**src/rtl/sync_sram_pkg.sv**
```systemverilog
`timescale 1ns/1ps
package sync_sram_pkg;
  typedef struct packed {
    logic sel;
    logic wr;
  } sram_cmd_t;

  function automatic int unsigned rd_latency(input bit pipelined);
    return pipelined ? 2 : 1;
  endfunction
endpackage

```
**src/rtl/sram_in_stage.sv**
```systemverilog
`timescale 1ns/1ps
module sram_in_stage
  import sync_sram_pkg::*;
#(
  parameter int unsigned ADDR_W = 6,
  parameter int unsigned DATA_W = 16
) (
  input  logic              clk_i,
  input  logic              rst_ni,
  input  logic              cs_i,
  input  logic              we_i,
  input  logic [ADDR_W-1:0] addr_i,
  input  logic [DATA_W-1:0] wdata_i,
  output sram_cmd_t         cmd_o,
  output logic [ADDR_W-1:0] addr_o,
  output logic [DATA_W-1:0] wdata_o
);
  always_ff @(posedge clk_i or negedge rst_ni) begin
    if (!rst_ni) begin
      cmd_o   <= '0;
      addr_o  <= '0;
      wdata_o <= '0;
    end else begin
      cmd_o.sel <= cs_i;
      cmd_o.wr  <= cs_i & we_i;
      if (cs_i) begin
        addr_o  <= addr_i;
        wdata_o <= wdata_i;
      end
    end
  end
endmodule

```
**src/rtl/sram_array.sv**
```systemverilog
`timescale 1ns/1ps
module sram_array #(
  parameter int unsigned ADDR_W = 6,
  parameter int unsigned DATA_W = 16
) (
  input  logic              clk_i,
  input  logic              we_i,
  input  logic [ADDR_W-1:0] addr_i,
  input  logic [DATA_W-1:0] wdata_i,
  output logic [DATA_W-1:0] rdata_o
);
  localparam int unsigned DEPTH = 1 << ADDR_W;

  logic [DATA_W-1:0] mem_q [DEPTH];

  always_ff @(posedge clk_i) begin
    if (we_i) mem_q[addr_i] <= wdata_i;
  end

  // asynchronous read off the registered address
  assign rdata_o = mem_q[addr_i];
endmodule

```
**src/rtl/sram_out_stage.sv**
```systemverilog
`timescale 1ns/1ps
module sram_out_stage
  import sync_sram_pkg::*;
#(
  parameter int unsigned DATA_W          = 16,
  parameter bit          PIPELINED       = 1'b1,
  parameter bit          DOUBLE_DESELECT = 1'b0
) (
  input  logic              clk_i,
  input  logic              rst_ni,
  input  sram_cmd_t         cmd_i,
  input  logic [DATA_W-1:0] rdata_i,
  input  logic              oe_i,
  output logic [DATA_W-1:0] dq_o,
  output logic              dq_oe_o
);
  logic rd_slot;
  logic drive;

  assign rd_slot = cmd_i.sel & ~cmd_i.wr;

  if (PIPELINED) begin : g_pipe
    logic [DATA_W-1:0] out_q;
    logic              vld_q;

    always_ff @(posedge clk_i or negedge rst_ni) begin
      if (!rst_ni) begin
        out_q <= '0;
        vld_q <= 1'b0;
      end else begin
        vld_q <= rd_slot;
        if (rd_slot) out_q <= rdata_i;
      end
    end

    if (DOUBLE_DESELECT) begin : g_dcd
      logic hold_q;
      // extend only when the slot after a read was a deselect
      always_ff @(posedge clk_i or negedge rst_ni) begin
        if (!rst_ni) hold_q <= 1'b0;
        else         hold_q <= vld_q & ~cmd_i.sel;
      end
      assign drive = vld_q | hold_q;
    end else begin : g_scd
      assign drive = vld_q;
    end

    assign dq_o = out_q;
  end else begin : g_flow
    assign dq_o  = rdata_i;
    assign drive = rd_slot;
  end

  assign dq_oe_o = oe_i & drive;
endmodule

```
**src/rtl/sync_sram_core.sv**
```systemverilog
`timescale 1ns/1ps
module sync_sram_core
  import sync_sram_pkg::*;
#(
  parameter int unsigned ADDR_W          = 6,
  parameter int unsigned DATA_W          = 16,
  parameter bit          PIPELINED       = 1'b1,
  parameter bit          DOUBLE_DESELECT = 1'b0
) (
  input  logic              clk_i,
  input  logic              rst_ni,
  input  logic              cs_i,
  input  logic              we_i,
  input  logic              oe_i,
  input  logic [ADDR_W-1:0] addr_i,
  input  logic [DATA_W-1:0] dq_i,
  output logic [DATA_W-1:0] dq_o,
  output logic              dq_oe_o
);
  if (DOUBLE_DESELECT && !PIPELINED) begin : g_bad_cfg
    $error("double deselect requires the pipelined output register");
  end

  sram_cmd_t         cmd_q;
  logic [ADDR_W-1:0] addr_q;
  logic [DATA_W-1:0] wdata_q;
  logic [DATA_W-1:0] rdata;

  sram_in_stage #(.ADDR_W(ADDR_W), .DATA_W(DATA_W)) u_in (
    .clk_i   (clk_i),
    .rst_ni  (rst_ni),
    .cs_i    (cs_i),
    .we_i    (we_i),
    .addr_i  (addr_i),
    .wdata_i (dq_i),
    .cmd_o   (cmd_q),
    .addr_o  (addr_q),
    .wdata_o (wdata_q)
  );

  sram_array #(.ADDR_W(ADDR_W), .DATA_W(DATA_W)) u_array (
    .clk_i   (clk_i),
    .we_i    (cmd_q.wr),
    .addr_i  (addr_q),
    .wdata_i (wdata_q),
    .rdata_o (rdata)
  );

  sram_out_stage #(
    .DATA_W          (DATA_W),
    .PIPELINED       (PIPELINED),
    .DOUBLE_DESELECT (DOUBLE_DESELECT)
  ) u_out (
    .clk_i   (clk_i),
    .rst_ni  (rst_ni),
    .cmd_i   (cmd_q),
    .rdata_i (rdata),
    .oe_i    (oe_i),
    .dq_o    (dq_o),
    .dq_oe_o (dq_oe_o)
  );
endmodule

```
**config.mk**
```make
export PLATFORM = sky130hd
export DESIGN_NAME = sync_sram_core
export DESIGN_NICKNAME = d
export VERILOG_FILES = /design/src/rtl/sync_sram_pkg.sv /design/src/rtl/sram_in_stage.sv /design/src/rtl/sram_array.sv /design/src/rtl/sram_out_stage.sv /design/src/rtl/sync_sram_core.sv
export SDC_FILE = /design/constraint.sdc
export NUM_CORES = 1
export LEC_CHECK = 0
export ABC_AREA = 1
export BUFFER_PORTS_ARGS = -buffer_cell sky130_fd_sc_hd__buf_2
export CAP_MARGIN = 10
export CELL_PAD_IN_SITES_DETAIL_PLACEMENT = 1
export CELL_PAD_IN_SITES_GLOBAL_PLACEMENT = 2
export CORE_MARGIN = 4
export CORE_UTILIZATION = 42
export DETAILED_ROUTE_END_ITERATION = 10
export PLACE_DENSITY_LB_ADDON = 0.2
export SYNTH_ARGS = -nofsm -noshare
export SYNTH_HDL_FRONTEND = slang
export SYNTH_HIERARCHICAL = 1
export SYNTH_SLANG_ARGS = --single-unit
```
**constraint.sdc**
```tcl
create_clock -name clk_i -period 3.85 [get_ports clk_i]
set_input_delay 0.77 -clock clk_i [delete_from_list [all_inputs] [get_ports clk_i]]
set_output_delay 0.77 -clock clk_i [all_outputs]
set_load 0.01 [all_outputs]
```
==> impl_metrics.py, run 1 <==
metrics = {
    "run_status": {
        "status": "complete, no violations",
    },
    "floorplan": {
        "core-area_mm2": 0.106,
        "std_cell_rows": 119,
        "initial_core_util_pct": 42.4,
        "die-area_mm2": 0.112,
        "die-height_um": 335,
        "boundaryPins": 44,
        "die_w_um": 335,
    },
    "grt": {
        "grt_antenna_before_repair": 3,
        "grt_pass1_vias": 31300,
        "overflow": 0,
        "grt_pass1_wl_mm": 208,
        "track_usage_pct": 25.1,
        "grt_max_degree": 125,
    },
    "setup_path": {
        "critPathRequiredTime_ns": 4.23,
        "path_buf_inv": 2,
        "slowest_stage": "dfrtp_4",
        "max_stage_delay_ns": 0.74,
        "worst_r2r_path_depth": 4,
        "critical_path.top_delay_family": "simple AND/OR/NAND/NOR gates",
        "critPathKind": "flop to flop",
        "reg2reg_to": "u_array/mem_q[61][7]",
        "cp-end-kind": "flop",
        "crit_path_start_kind": "flop",
        "crit_chain": "buf_12, nand3_1, nor2_1, buf_4",
        "critical_path_arrival_ns": 3.52,
        "r2r_setup_slack_ns": 0.71,
        "r2r-start": "u_in/addr_o[0]",
        "cp_max_fo": 99,
    },
    "cells_and_area": {
        "fin_area_mm2": 0.0508,
        "drive_above_1_share_pct": 8.53,
        "area_delta_synth_final_pct": 13.2,
        "final_nets": 4525,
        "fill_cells": 11500,
        "final_common_cell": "nand2_1",
        "multiInputGateArea_mm2": 0.0118,
        "final_cell_mix": "nand2_1 (2931), edfxtp_1 (1024), buf_4 (123)",
        "regArea_mm2": 0.0318,
    },
    "synth": {
        "syn_avg_cell_area_um2": 10.2,
        "ys_seq_area_share_pct": 70.8,
        "synth_warnings": 6,
        "ys_types": 24,
        "syn_inst": 4411,
        "synth_area_mm2": 0.0449,
        "yosys_register_bits": 1065,
        "synthesis.nets": 4438,
    },
    "drt": {
        "drt-total-wl_mm": 141,
        "wl_per_cell_um": 23.5,
        "drt_iter0_drc": 2421,
        "drc": 0,
        "viasPerCell": 5.15,
        "antenna_left": 0,
        "vias": 30900,
        "first_pass_iters": 5,
    },
    "pwr": {
        "peakVddDrop_mv": 0.492,
        "pwr-share-seq_pct": 49.5,
        "pwr-share-clk_pct": 41.2,
        "switching_share_pct": 25.4,
        "p_comb_share_pct": 9.3,
        "p_leak_nw": 21.4,
        "p_per_area_mw_per_mm2": 528,
        "netSwitchingPower_mw": 6.81,
        "internal_power_mw": 20.0,
    },
    "clock_tree": {
        "cts_root_buffer": "clkbuf_16",
        "path_clk_slew_ns": 0.06,
        "post-cts-setup-buffers": 0,
        "clock_tree.buffer_depth": 3,
        "clk_latency_ns": 0.71,
        "cts_buffers": 116,
        "clock_sinks": 1065,
        "h-tree-depth": 3,
        "cts_hold_repair.buffers": 0,
        "cts_resized": 0,
        "cts_tree": "built",
    },
    "timing": {
        "setup_viol": 0,
        "tightestPinTransition_ns": 1.23,
        "period_needed_ns": 3.14,
        "timing.fmax_mhz": 319,
        "whs_ns": 0.135,
        "max-slew-margin-rel_pct": 18.2,
        "hold_viol_final": 0,
        "setup_tns_ns": 0,
        "rsz0062_at_grt": "false",
        "slew_violations": 0,
        "worst_clock_skew_ns": 0.0236,
        "fin_crit_sh_pct": 81.5,
    },
    "placement": {
        "hpwlAfterDp_mm": 81.7,
        "port_buffers": 43,
        "finalWeightedCongestion": 0.825,
        "placed_cell_area_mm2": 0.0470,
    },
    "hold_path": {
        "hold_class": "input pin to asynchronous set/reset pin",
    },
    "job": {
        "drv_cap": 0,
    },
}
==> registers in the layout (all words and copies together) (netlist names) <==
| signal | cells |
|---|---|
| u_array/mem_q | 1024 |
| u_in/wdata_o | 16 |
| u_out/dq_o | 16 |
| u_in/addr_o | 6 |
| u_in/cmd_o | 2 |
| u_out/drive | 1 |
==> power groups by stage <==
stage	sequential (mW)	combinational, mW	clock, mW
2_1_floorplan	13.4	1.43	0
3_3_place_gp	13.5	2.49	0
3_5_place_dp	13.5	2.51	0
4_1_cts	13.3	2.53	11.3
5_1_grt	13.3	2.77	11.8
6_report	13.3	2.49	11.1
==> worst reg2reg max path, delay by kind of cell, from the launching register on <==
family	cells	cell delay [ns]
simple gates	2	1.27
buf+inv	2	0.79
flops	1	0.74
==> per-layer routing <==
layer	global-route usage (%)	vias to the layer above	routed length, um
met5	0	-	0
met4	8.02	0	4350
met3	2.88	211	7030
met2	42.8	727	68900
met1	34.0	15500	60700
li1	-	14400	-
==> cells by family (layout without fill, tap and decap cells) <==
group / Yosys count / after routing / synth area share (%)
flops: 1065 / 1065 / 70.8
compound gates: 12 / 12 / 0.162
simple gates: 3085 / 3085 / 26.2
buf+inv: 249 / 436 / 2.79
other cells: 0 / 2 / 0
==> area by class of cell <==
class / count / share of cell area [%]
inverters: 35 / 0.308
multi-input cells: 3097 / 23.3
repair buffers: 183 / 2.91
clock buffers: 151 / 6.04
diodes: 2 / 0.00986
flip-flops and latches: 1065 / 62.6
well taps: 1391 / 3.43
clock inverters: 67 / 1.35
==> worst max path at each step <==
stage / start / end / slack, ns / cells after the start
after floorplan: u_in/addr_o[3] / u_array/mem_q[41][0] / 0.74 / 4
after detailed placement: u_in/addr_o[0] / u_array/mem_q[61][6] / 0.75 / 4
after global placement: u_in/addr_o[0] / u_array/mem_q[8][0] / 0.81 / 4
after global routing: u_in/addr_o[0] / u_array/mem_q[61][5] / 0.66 / 4
after CTS: u_in/addr_o[0] / u_array/mem_q[61][5] / 0.73 / 4
final: u_in/addr_o[0] / u_array/mem_q[61][7] / 0.71 / 4
==> synth_stat cells <==
master    number  area, um2
or2_2          3       18.8
buf_4         17        128
inv_1         21       78.8
buf_2        112        561
o21ai_0        1       5.00
nor4_1         2       12.5
nand2_1     2931      11000
nor3_4         7        114
o211ai_1       5       37.5
nor2_1       105        394
inv_4          3       18.8
o21ai_1        6       30.0
clkbuf_1      57        214
nor3_2         1       10.0
nand2_8        1       20.0
buf_1         14       52.6
edfxtp_1    1024      30700
nand4_1        2       12.5
nand3_1       29        145
inv_2         11       41.3
buf_6         14        158
dfrtp_1       41       1030
or2_1          3       18.8
nand2_2        1       6.26
==> stage by stage <==
stage | worst slack, ns | std cells | power (mW) | utilization, %
finish | 0.713 | 5991 | 26.8 | 48.0
global route | 0.658 | 5989 | 27.8 | 48.0
CTS | 0.732 | 5989 | 27.1 | 48.0
detailed placement | 0.753 | 5771 | 16.0 | 44.5
global placement | 0.812 | 5771 | 16.0 | 44.5
floorplan | 0.744 | 4411 | 14.8 | -
No activity file was read; power rests on OpenSTA's default activity.
==> run 2: changes to the inputs <==
==> constraint.sdc (replaced) <==
create_clock -name clk_i -period 3.2 [get_ports clk_i]
set_input_delay 0.64 -clock clk_i [delete_from_list [all_inputs] [get_ports clk_i]]
set_output_delay 0.64 -clock clk_i [all_outputs]
set_load 0.01 [all_outputs]
==> impl_metrics.py, run 2 (synthesis gave the netlist of run 1 again) <==
metrics = {
    "cells_and_area": {
        "final_nets": 4559,
        "final_cell_count_no_fill": 6024,
        "final_common_cell": "nand2_1",
        "drive_above_1_share_pct": 9.08,
        "fill_cells": 11600,
        "final_cell_mix": "nand2_1 (2931), edfxtp_1 (1024), buf_4 (140)",
        "top_register": "u_array/mem_q",
        "area_delta_synth_final_pct": 13.8,
        "largest_reg_flops": 1024,
        "fin_util_pct": 48.3,
    },
    "setup_path": {
        "critical_path_arrival_ns": 3.45,
        "r2r-start": "u_in/addr_o[0]",
        "critPathRequiredTime_ns": 3.84,
        "cp-end-kind": "flop",
        "reg2reg_to": "u_out/dq_o[3]",
        "critPathLaunch": "u_in/addr_o[0]",
        "crit_path_start_kind": "flop",
        "cp_max_fo": 45,
        "crit_chain": "inv_8, buf_12, buf_12, nand2_1, nand2_1, nand2_1, nand2_1, nand2_1, nand2_1, nand2_1, nand2_1, nor2_1, nand2_1, nand3_1, nand2_1",
        "slowest_stage": "dfrtp_4",
        "critical_path.top_delay_family": "simple AND/OR/NAND/NOR gates",
        "critPathKind": "flop to flop",
        "r2r_setup_slack_ns": 0.39,
        "max_stage_delay_ns": 0.58,
        "worst_r2r_path_depth": 15,
        "path_buf_inv": 3,
        "cpMostUsedCell": "nand2_1",
    },
    "hold_path": {
        "hold_class": "input pin to flop",
        "hold_start": "dq_i[9]",
        "min_path_cells": 3,
        "worstHoldEndpoint": "u_in/wdata_o[9]",
    },
    "clock_tree": {
        "cts_buffers": 113,
        "h-tree-depth": 3,
        "clock_sinks": 1065,
        "cts_tree": "built",
        "cts_root_buffer": "clkbuf_16",
        "cts_resized": 0,
        "clk_latency_ns": 0.71,
        "path_clk_slew_ns": 0.06,
        "clock_tree.buffer_depth": 3,
    },
    "grt": {
        "grt_max_degree": 132,
        "track_usage_pct": 25.3,
        "overflow": 0,
        "grt_pass1_vias": 31900,
        "grt_pass1_wl_mm": 210,
        "grt_antenna_before_repair": 4,
    },
    "floorplan": {
        "die_w_um": 335,
        "die-height_um": 335,
        "std_cell_rows": 119,
        "die-area_mm2": 0.112,
        "initial_core_util_pct": 42.4,
        "boundaryPins": 44,
        "core-area_mm2": 0.106,
    },
    "drt": {
        "viasPerCell": 5.16,
        "drc": 0,
        "antenna_left": 0,
        "drt-total-wl_mm": 142,
        "first_pass_iters": 5,
        "wl_per_cell_um": 23.5,
        "drt_iter0_drc": 2631,
        "vias": 31100,
    },
    "pwr": {
        "p_leak_nw": 21.6,
        "peakVddDrop_mv": 0.587,
        "p_per_area_mw_per_mm2": 621,
    },
    "timing": {
        "period_needed_ns": 2.81,
        "setup_viol": 0,
        "setup_tns_ns": 0,
        "tightestPinTransition_ns": 1.13,
        "fin_crit_sh_pct": 87.8,
        "worst_clock_skew_ns": 0.0352,
        "timing.fmax_mhz": 356,
        "hold_viol_final": 0,
        "rsz0062_at_grt": "false",
        "slew_violations": 0,
        "max-slew-margin-rel_pct": 24.5,
        "whs_ns": 0.146,
    },
    "placement": {
        "hpwlAfterDp_mm": 86.1,
        "port_buffers": 43,
        "placed_cells": 5807,
        "finalWeightedCongestion": 0.852,
    },
    "run_status": {
        "status": "complete, no violations",
    },
    "job": {
        "drv_cap": 0,
    },
}
==> run 2: timing repair <==
item	CTS	global route
hold buffers	1	0
buffers inserted	0	0
setup endpoints to repair	0	0
hold endpoints to repair	18	0
==> run 2: report_power, final <==
group | switching (mW) | internal (mW)
Combinational | 2.44 | 0.814
Clock | 5.40 | 7.19
Sequential | 0.315 | 15.6
Total | 8.15 | 23.6
==> run 2: worst min-delay path: stages <==
cell	delay, ns
buf_2	0.07
nand2_1	0.04
nand2_1	0.05
==> run 2: per-layer routing <==
layer  wire length [um]  vias to the layer above  GRT usage (%)
li1                   -                    14500              -
met1              61400                    15700           33.9
met2              67500                      679           42.0
met3               7400                      221           4.20
met4               5350                        4           9.33
met5                 29                        -              0
==> run 2: how the worst max path moves through the flow <==
stage	endpoint	slack, ns	cells after the start
CTS	u_out/dq_o[3]	0.40	15
floorplan	u_array/mem_q[41][0]	0.09	4
global placement	u_out/dq_o[3]	0.40	15
detailed placement	u_out/dq_o[3]	0.39	15
finish	u_out/dq_o[3]	0.39	15
global route	u_out/dq_o[3]	0.26	15
==> run 2: cell type report <==
cell class              instances  area (um2)  area share, %
diodes                          5        12.5         0.0245
clock buffers                 149        3040           5.95
clock inverters                62         474          0.929
inverters                      35         156          0.306
multi-input cells            3097       11800           23.2
flip-flops and latches       1065       31800           62.3
well taps                    1391        1740           3.41
repair buffers                220        2000           3.91
==> run 2: metrics by stage <==
step	power, mW	cell area (um2)	setup WS, ns
after floorplan	17.8	44900	0.0940
after global placement	19.4	47500	0.403
after detailed placement	19.4	47500	0.391
after CTS	32.0	51100	0.400
after global routing	32.9	51100	0.263
final	31.7	51100	0.389
==> run 3: changes to the inputs <==
--- a/config.mk
+++ b/config.mk
@@ -16,5 +16,4 @@
 export PLACE_DENSITY_LB_ADDON = 0.2
 export SYNTH_ARGS = -nofsm -noshare
 export SYNTH_HDL_FRONTEND = slang
-export SYNTH_HIERARCHICAL = 1
 export SYNTH_SLANG_ARGS = --single-unit
==> impl_metrics.py, run 3 <==
metrics = {
    "run_status": {
        "status": "complete, no violations",
    },
    "floorplan": {
        "boundaryPins": 44,
        "die-height_um": 335,
        "initial_core_util_pct": 42.5,
        "std_cell_rows": 119,
        "core-area_mm2": 0.106,
        "die_w_um": 335,
        "die-area_mm2": 0.112,
    },
    "cells_and_area": {
        "largest_reg_flops": 1024,
        "final_cell_mix": "nand2_1 (2816), edfxtp_1 (1024), buf_4 (141)",
        "final_common_cell": "nand2_1",
        "area_delta_synth_final_pct": 13.9,
        "fill_cells": 11500,
        "fin_util_pct": 48.4,
        "drive_above_1_share_pct": 9.82,
        "antenna_cells": 0,
        "top_register": "u_array.mem_q",
        "final_nets": 4522,
    },
    "synth": {
        "syn_avg_cell_area_um2": 10.3,
        "synthesis.nets": 4401,
        "synth_most_common_cell": "nand2_1",
        "synth_area_mm2": 0.0449,
        "synthAdderAreaFrac_pct": 0,
        "synth-edff-count": 1024,
        "yosys_register_bits": 1065,
        "muxShareOfSynthArea_pct": 0.401,
        "ys_types": 25,
        "synth-async-reset-ratio_pct": 3.85,
        "synth_compound_area_share_pct": 0.312,
        "syn_inst": 4374,
        "synth_common_cells": "nand2_1 (2816), edfxtp_1 (1024), buf_2 (122)",
        "synth_warnings": 0,
        "synth_area_leaders": "edfxtp_1 (68%), nand2_1 (24%), dfrtp_1 (2.3%)",
        "synth_top_area_cell": "edfxtp_1",
        "synthSimpleGateAreaFrac_pct": 25.4,
        "ys_seq_area_share_pct": 70.7,
        "synth_top_family_by_area": "simple AND/OR/NAND/NOR gates",
        "yosys.area_share.xor_xnor_pct": 0,
        "synth_top_area_share_pct": 68.4,
        "synth-main-ff-cell": "edfxtp_1",
    },
    "setup_path": {
        "slowest_stage": "dfrtp_4",
        "cp-end-kind": "flop",
        "crit_path_start_kind": "flop",
        "path_buf_inv": 3,
        "critPathRequiredTime_ns": 3.79,
        "crit_chain": "inv_8, buf_12, nand2_1, nand2_1, nand2_1, nand2_1, nand2_1, nand2_1, nor2_1, nand3_1, nand2_1, inv_1",
        "cpMostUsedCell": "nand2_1",
        "max_stage_delay_ns": 0.66,
        "critPathKind": "flop to flop",
        "critical_path.top_delay_family": "simple AND/OR/NAND/NOR gates",
        "cp_max_fo": 40,
        "critical_path_arrival_ns": 3.20,
    },
    "drt": {
        "drt-total-wl_mm": 137,
        "drt_iter0_drc": 2297,
        "first_pass_iters": 5,
        "drc": 0,
        "vias": 30700,
        "antenna_left": 0,
        "wl_per_cell_um": 22.9,
        "viasPerCell": 5.14,
    },
    "timing": {
        "setup_viol": 0,
        "slew_violations": 0,
        "timing.fmax_mhz": 383,
        "worst_clock_skew_ns": 0.0388,
        "hold_viol_final": 0,
        "fin_crit_sh_pct": 81.6,
        "fin_ws_ns": 0.590,
        "setup_tns_ns": 0,
        "max-slew-margin-rel_pct": 25.5,
        "period_needed_ns": 2.61,
        "tightestPinTransition_ns": 1.12,
        "rsz0062_at_grt": "false",
    },
    "clock_tree": {
        "cts_hold_repair.buffers": 0,
        "cts_resized": 0,
        "cts_buffers": 115,
        "cts_tree": "built",
        "h-tree-depth": 3,
        "clock_tree.buffer_depth": 3,
        "clk_latency_ns": 0.71,
        "path_clk_slew_ns": 0.06,
        "cts_root_buffer": "clkbuf_16",
        "clock_sinks": 1065,
        "post-cts-setup-buffers": 0,
    },
    "placement": {
        "port_buffers": 43,
        "post-place-ws_ns": 0.682,
        "finalWeightedCongestion": 0.824,
        "hpwlAfterDp_mm": 80.0,
    },
    "pwr": {
        "p_leak_nw": 21.5,
        "p_per_area_mw_per_mm2": 634,
        "peakVddDrop_mv": 0.476,
    },
    "grt": {
        "grt_antenna_before_repair": 7,
        "overflow": 0,
        "grt_max_degree": 100,
        "track_usage_pct": 24.4,
        "grt_pass1_vias": 31600,
        "grt_pass1_wl_mm": 203,
    },
    "hold_path": {
        "hold_class": "input pin to asynchronous set/reset pin",
    },
    "job": {
        "drv_cap": 0,
    },
}
run 3: path summary, 6_finish.rpt:
| path | start | cells past startpoint | to | slack, ns |
|---|---|---|---|---|
| max reg2reg | u_in.addr_o[1] | 12 | u_out.dq_o[8] | 0.59 |
| max | u_in.addr_o[1] | 12 | u_out.dq_o[8] | 0.59 |
| min in group clk_i | dq_i[5] | 2 | u_in.wdata_o[5] | 0.16 |
| max in group asynchronous | rst_ni | 2 | u_out.dq_o[7] | 2.37 |
| min reg2reg | u_in.wdata_o[0] | 1 | u_in.wdata_o[0] | 0.52 |
| min | rst_ni | 1 | u_in.wdata_o[4] | 0.02 |
run 3: per-layer routing:
metal	track usage, %	vias up	wire, um
met5	0	-	0
met4	6.28	0	2970
met3	3.13	142	6420
met2	41.4	612	66600
met1	33.6	15600	61300
li1	-	14400	-
run 3: layout make-up:
class / instances / area [um2] / share of cell area [%]
clock inverter: 65 / 617 / 1.21
sequential: 1065 / 31800 / 62.2
timing repair buffer: 214 / 1870 / 3.66
clock buffer: 149 / 3140 / 6.13
inverter: 67 / 269 / 0.526
tap: 1391 / 1740 / 3.40
multi-input combinational: 3032 / 11700 / 22.9
run 3: logic make-up after synthesis:
family / after synthesis
AOI/OAI and AO/OA: 25
buffers and inverters: 277
DFF: 1065
muxes: 16
and+or+nand+nor: 2991
run 3: power by group:
part	switching (mW)	total [mW]	internal (mW)
Sequential	0.302	15.9	15.6
Clock	5.50	13.3	7.83
Combinational	2.38	3.21	0.832
run 3: stage by stage:
| stage | std cells | hold slack (ns) | area (um2) | total power, mW |
|---|---|---|---|---|
| floorplan | 4374 | 0.344 | 44900 | 18.0 |
| global placement | 5769 | 0.497 | 47400 | 19.4 |
| detailed placement | 5769 | 0.508 | 47400 | 19.5 |
| CTS | 5983 | 0.00949 | 51200 | 32.8 |
| global route | 5983 | 0.0510 | 51200 | 33.7 |
| finish | 5983 | 0.0231 | 51200 | 32.5 |
